<file path="config.mk">
export PLATFORM = sky130hd
export DESIGN_NAME = pfce_gate
export DESIGN_NICKNAME = d
export VERILOG_FILES = /design/src/rtl/pfce_gate.sv
export SDC_FILE = /design/constraint.sdc
export NUM_CORES = 1
export LEC_CHECK = 0
export BUFFER_PORTS_ARGS = -buffer_cell sky130_fd_sc_hd__buf_2
export CAP_MARGIN = 15
export CORE_UTILIZATION = 58
export DETAILED_ROUTE_END_ITERATION = 8
export GPL_ROUTABILITY_DRIVEN = 0
export PLACE_DENSITY = 0.81
export SLEW_MARGIN = 10
export SYNTH_ARGS = -nofsm -noshare
export SYNTH_HDL_FRONTEND = slang
export SYNTH_SLANG_ARGS = --single-unit
</file>
<file path="constraint.sdc">
create_clock -name clk -period 4.8 [get_ports clk]
set_input_delay 0.24 -clock clk [delete_from_list [all_inputs] [get_ports clk]]
set_output_delay 0.24 -clock clk [all_outputs]
set_load 0.05 [all_outputs]
</file>
<file path="src/rtl/pfce_gate.sv">
module pfce_gate #(
  parameter int CLK_HZ   = 50_000_000,
  parameter int RECOV_US = 5000
) (
  input  logic clk,
  input  logic rst_n,
  input  logic ce_in_n,
  input  logic supply_ok,
  input  logic batt_a_present,
  input  logic batt_b_present,
  input  logic batt_b_stronger,
  input  logic supply_below_batt,
  input  logic batt_low,
  output logic ce_out_n,
  output logic batt_en,
  output logic batt_sel,
  output logic backup_active,
  output logic write_protected,
  output logic battery_warn_issued
);

  localparam int RECOV_CYCLES = (CLK_HZ / 1_000_000) * RECOV_US;
  localparam int CW = $clog2(RECOV_CYCLES + 1);
  localparam int NS = 7;
  localparam logic [NS-1:0] SYNC_RST = 7'b100_0000;

  typedef enum logic [2:0] {ST_SEAL, ST_RUN, ST_DRAIN, ST_FAIL, ST_RECOV} st_t;

  st_t st;
  logic [NS-1:0] sy1, sy2;
  logic [CW-1:0] cnt;
  logic warn_pend, fall_seen, blk, armed;

  wire ce_s    = sy2[6];
  wire sup_s   = sy2[5];
  wire a_s     = sy2[4];
  wire b_s     = sy2[3];
  wire str_s   = sy2[2];
  wire below_s = sy2[1];
  wire low_s   = sy2[0];

  wire sealed   = (st == ST_SEAL);
  wire passing  = (st == ST_RUN) || (st == ST_DRAIN);
  wire fall     = (st == ST_RUN) && !ce_s && armed;
  wire warn_now = fall && warn_pend && fall_seen;

  always_ff @(posedge clk or negedge rst_n) begin
    if (!rst_n) begin
      sy1 <= SYNC_RST;
      sy2 <= SYNC_RST;
    end else begin
      sy1 <= {ce_in_n, supply_ok, batt_a_present, batt_b_present,
              batt_b_stronger, supply_below_batt, batt_low};
      sy2 <= sy1;
    end
  end

  always_ff @(posedge clk or negedge rst_n) begin
    if (!rst_n) begin
      st        <= ST_SEAL;
      cnt       <= '0;
      warn_pend <= 1'b0;
      fall_seen <= 1'b0;
      blk       <= 1'b0;
      armed     <= 1'b1;
    end else begin
      armed <= (st != ST_RUN) || ce_s;
      blk   <= (warn_now || blk) && !ce_s;
      if (fall)     fall_seen <= 1'b1;
      if (warn_now) warn_pend <= 1'b0;
      case (st)
        ST_SEAL: if (sup_s) begin
          st        <= ST_RECOV;
          cnt       <= CW'(RECOV_CYCLES - 1);
          fall_seen <= 1'b0;
        end
        ST_RUN: if (!sup_s) st <= ce_s ? ST_FAIL : ST_DRAIN;
        ST_DRAIN: if (ce_s) st <= ST_FAIL;
        ST_FAIL: if (sup_s) begin
          st        <= ST_RECOV;
          cnt       <= CW'(RECOV_CYCLES - 1);
          warn_pend <= low_s;
          fall_seen <= 1'b0;
        end
        ST_RECOV: begin
          if (!sup_s)        st  <= ST_FAIL;
          else if (cnt == 0) st  <= ST_RUN;
          else               cnt <= cnt - 1'b1;
        end
        default: st <= ST_FAIL;
      endcase
    end
  end

  assign ce_out_n            = ce_s || blk || warn_now || !passing;
  assign write_protected     = !passing;
  assign battery_warn_issued = warn_now;
  assign batt_en             = !sealed && (a_s || b_s);
  assign batt_sel            = (a_s && b_s) ? str_s : b_s;
  assign backup_active       = batt_en && below_s;

endmodule

</file>
Word level (Yosys, flattened, before mapping)
Index checks and enable logic that the tools add are counted.

storage, ports and cells
  input bits = 9
  register bits after elaboration = 39
  output and inout port bits = 6

operators by class
  $add $sub $neg = 1
  equal/unequal tests = 11
  reductions and logical operators = 24
  mux-type cells = 18

operator list
  cell                                                                   count
  18-bit 2-to-1 mux                                                      3
  18-bit one-hot mux with 2 select lines                                 1
  18-bit logical NOT                                                     1
  18-bit by 1-bit subtractor with 18-bit output, second input constant   1
  3-bit 2-to-1 mux                                                       5
  3-bit one-hot mux with 4 select lines                                  1
  1-bit logical AND                                                      8
  1-bit 2-to-1 mux                                                       8
  2-bit != test, second input constant                                   4
  4-bit AND reduction                                                    2
  1-bit logical OR                                                       7
  3-bit by 2-bit equality test with 1-bit output, second input constant  2
  3-bit by 1-bit equality test with 1-bit output, second input constant  1
  3-bit equality test, second input constant                             1
  1-bit logical NOT                                                      3
  3-bit logical NOT                                                      1
  3-bit by 1-bit != test with 1-bit output, second input constant        1
  3-bit != test, second input constant                                   1
  2-bit by 1-bit != test with 1-bit output, second input constant        1
  2-bit nonzero test                                                     1
  2-bit OR reduction                                                     1

Depth between registers and ports, before layout
  word-level depth = 8
  mapped depth = 7

Least setup slack after synthesis
No wires, ideal clock.

  path type = reg2out
  from = register st[2]
  to = output ce_out_n
  stages on the path, launching flop included = 5
  setup slack = 2538 ps
  data arrival time = 2022 ps
  path through = dfrtp_1 > clkbuf_1 > nor4b_1 > and4_1 > or4_1

on the way
  longest elaborated chain between the ends = 7
  elaborated cells on any way between the ends = 10
  classes of those cells = 2 x eq/ne; 8 x reduce/logical

RTL lines
  element                                         RTL line  RTL
  from (decl)                                     29        st_t st;
  from (signal assigned)                          77        ST_RUN: if (!sup_s) st <= ce_s ? ST_FAIL : ST_DRAIN;
  3-bit by 1-bit equality test with 1-bit output  44        wire fall = (st == ST_RUN) && !ce_s && armed;
  1-bit logical AND (2 in a row)                  44
  1-bit logical AND (2 in a row)                  45        wire warn_now = fall && warn_pend && fall_seen;
  named net battery_warn_issued                   19        output logic battery_warn_issued
  1-bit logical OR (2 in a row)                   95        assign ce_out_n = ce_s || blk || warn_now || !passing;
  to (decl)                                       14        output logic ce_out_n,

The timed path passes the listed nets, and every way through them passes these cells.

Final worst setup path
  from = register cnt[0]
  to = register cnt[14]

on the way
  longest elaborated chain between the ends = 4
  elaborated cells on any way between the ends = 7
  classes of those cells = 1 x add/sub; 1 x eq/ne; 3 x mux; 2 x reduce/logical

RTL lines
  element                                        RTL line  RTL
  from (decl)                                    31        logic [CW-1:0] cnt;
  from (signal assigned)                         74        cnt <= CW'(RECOV_CYCLES - 1);
  from (signal assigned)                         81        cnt <= CW'(RECOV_CYCLES - 1);
  from (signal assigned)                         88        else cnt <= cnt - 1'b1;
  18-bit by 1-bit subtractor with 18-bit output  88
  18-bit 2-to-1 mux                              87        else if (cnt == 0) st <= ST_RUN;
  18-bit 2-to-1 mux                              86        if (!sup_s) st <= ST_FAIL;
  18-bit one-hot mux with 2 select lines         71        case (st)

Several ways; a longest one is shown, not always the timed one. The select of a mux whose other input is x is not followed.
A chain may end at the register's enable or synchronous reset.

==> flow_summary.ini <==
[run_status]
run_status = finished clean

[sta]
worst_pin_slew_ns = 0.821
max-slew-margin-rel_pct = 45.3
fin_ws_ns = 2.26
fmax_ghz = 0.394
min_clock_period_post_route_ns = 2.54
setup_total_negative_slack_ns = 0
grt_setup_unrepaired = false
timing.final.max_slew_violations = 0
fin_crit_sh_pct = 52.9
finClkSkew_ns = 0.00670
timing.final.setup_violations = 0
timing.final.hold_violations = 0

[worst_setup_path]
reg2reg_to = cnt[14]
worst_r2r_startpoint = cnt[0]
worst_path_max_delay_cell = sky130_fd_sc_hd__o32ai_1
critical_path_source_type = flip-flop
worstSetupPathType = reg -> reg
regToRegSetupSlack_ns = 2.26
critical_path.max_stage_delay_ns = 0.68
cp-startpoint = cnt[0]
rr_worst_depth = 7
timing.critical_path.required_ns = 5.03
worstSetupEndpoint = cnt[14]
worst_ep_arrival_time_ns = 2.77
cp_cell_sequence = inv_1 -> ha_1 -> nor4b_2 -> nand2_1 -> o32ai_1 -> and4_1 -> o21ai_0
critical_path.max_fanout = 9
endpoint_kind = flip-flop

[cells_and_area]
diodes = 0
syn_to_final_growth_pct = 10.9
register_area_um2 = 980
multi_input_area_um2 = 759
post-route-util_pct = 70.4
layout-drive-gt1-share_pct = 18.3
fillers = 218
final_nets = 195

[yosys]
synthesis.instances = 164
synthFlopType = sky130_fd_sc_hd__dfrtp_1
synth.distinct_cells = 47
netlist_area_mm2 = 0.00181
synth_enable_flop_cells = 0
synth.yosys.seq_area_share_pct = 54.1
async_reset_ff_share_pct = 100
yosys_warnings = 0
yosys_register_bits = 39
synthesis.nets = 174
syn_area_per_cell_um2 = 11.0

[power_and_ir_drop]
irDropWorstVdd_v = 0.000333
post_layout_total_power_uw = 828
power.density_cell_area_mw_per_mm2 = 412
power.static_leakage_nw = 0.817

[floorplanning]
number_of_top_level_pins = 15
die_h_um = 57.9
start_util_pct = 63.5
die_area_mm2 = 0.00335
rows = 19
die_w_um = 57.9
core_footprint_mm2 = 0.00285

[clock_tree]
cts_root_buf = sky130_fd_sc_hd__clkbuf_4
clock_buffers_created_by_tritoncts = 5
cts.sinks = 39
clock_path_buffers = 2
tritoncts = done
clk_pin_slew_worst_paths_ns = 0.11
clock_insertion_delay_worst_skew_ns = 0.36
cts.htree.levels = 2

[drt]
route.antenna.remaining_nets = 0
first_iter_violations = 43
detail_route.drc_violations = 0
routed-via-count = 1349
post_drt_via_cell_ratio = 6.22
firstDrtPassIters = 4
post_drt_wl_per_cell_um = 17.0
routed_wirelength_um = 3690

[global_routing]
grt_max_degree = 40
number_of_global_route_vias_before_repair = 1302
grt_antenna_before_repair = 0
grt.overflow.total = 0
grt_pass1_wl_um = 6070
track_usage_pct = 24.8

[hold_path]
holdPathStages = 0
holdCritPathClass = reg -> reg

[place]
place_ws_ns = 2.33
numPortBuffers = 14
place_hpwl_um = 2300

[job]
max_cap_viols = 0
report_power, final:
group	internal, mW	switching, mW	leakage, nW	total, mW
sequential	0.363	0.0473	0.446	0.411
clock	0.0565	0.114	0.0282	0.171
combinational	0.0829	0.164	0.343	0.247
total	0.503	0.325	0.817	0.828
cells in the mapped netlist (all sizes together), types with 2 or more instances:
master	number	share of area, %
dfrtp	36	50
nor2	16	3.3
a21oi	11	3.0
or4	9	3.7
o21ai	8	2.2
nor3	7	1.9
o31ai	7	2.9
clkbuf	6	1.2
inv	5	1.0
o211ai	5	2.1
xor2	5	2.8
nand2	4	0.83
nand3	4	1.1
a31oi	3	1.0
buf	3	1.7
dfstp	3	4.4
or2	3	1.0
and4	2	0.97
nand4b	2	1.8
nor4b	2	1.3
o32a	2	1.8
or3	2	0.69
or3b	2	0.97
state kept, by name, summed over array words and instances, names as in the netlist:
name	cells
st	3
cnt	18
sy1	7
sy2	7
fall_seen	1
blk	1
warn_pend	1
armed	1
layer usage:
metal | track usage, % | part of all wire [%]
met5 | 0 | 0
met4 | 9.86 | 1.8
met3 | 8.48 | 4.0
met2 | 40.6 | 51
met1 | 30.4 | 43
logic make-up after synthesis:
| family | count (synthesis) | synth area share [%] |
|---|---|---|
| compound gates | 43 | 16.5 |
| xor+xnor | 6 | 3.32 |
| fa+ha+maj | 1 | 0.691 |
| buf+inv | 14 | 3.94 |
| flops | 39 | 54.1 |
| simple gates | 61 | 21.4 |
worst max-delay path: cells and delay by family, from the launching register on:
family	cells	cell delay, ns
compound gates	2	0.75
fa+ha+maj	1	0.21
buf+inv	1	0.08
flops	1	0.45
simple gates	3	0.93
cell usage in the layout (no fill, tap or decap), types with 2 or more instances in the layout:
master,instances
sky130_fd_sc_hd__nand3_1,4
sky130_fd_sc_hd__nor2_1,16
sky130_fd_sc_hd__or4_1,9
sky130_fd_sc_hd__and4_1,2
sky130_fd_sc_hd__nand2_1,4
sky130_fd_sc_hd__a21oi_1,11
sky130_fd_sc_hd__inv_1,5
sky130_fd_sc_hd__o21ai_0,8
sky130_fd_sc_hd__buf_2,14
sky130_fd_sc_hd__clkbuf_4,5
sky130_fd_sc_hd__o31ai_1,7
sky130_fd_sc_hd__or3_1,2
sky130_fd_sc_hd__dfstp_2,3
sky130_fd_sc_hd__dfrtp_1,36
sky130_fd_sc_hd__o211ai_1,5
sky130_fd_sc_hd__dlygate4sd3_1,8
sky130_fd_sc_hd__a31oi_1,3
sky130_fd_sc_hd__or2_2,2
sky130_fd_sc_hd__nor3_1,7
sky130_fd_sc_hd__xor2_1,4
worst min-delay path by stage:
stage,from,endpoint
after floorplan,rst_n,blk
after global placement,sy1[0],sy2[0]
after detailed placement,sy1[3],sy2[3]
after CTS,sy1[3],sy2[3]
after global routing,sy1[4],sy2[4]
final,sy1[4],sy2[4]
cell type report:
cell class / count / share of cell area (%)
Timing Repair Buffer: 23 / 7.85
Tap cell: 31 / 1.93
Clock buffer: 6 / 2.06
Inverter: 5 / 0.935
Multi-Input combinational cell: 111 / 37.8
Clock inverter: 2 / 0.623
Sequential cell: 39 / 48.8
metrics by stage:
stage | std cells | hold slack [ns] | cell area, um2
after floorplan | 164 | -0.0556 | 1810
after global placement | 201 | 0.332 | 1870
after detailed placement | 201 | 0.335 | 1870
after CTS | 217 | 0.361 | 2010
after global routing | 217 | 0.365 | 2010
final | 217 | 0.362 | 2010
what timing repair did:
action	in CTS	in global routing
gates resized for setup	0	0
hold buffers	8	0
setup buffers	0	0
hold endpoints to repair	43	0
Note: power is estimated with default switching activity, not from simulation.
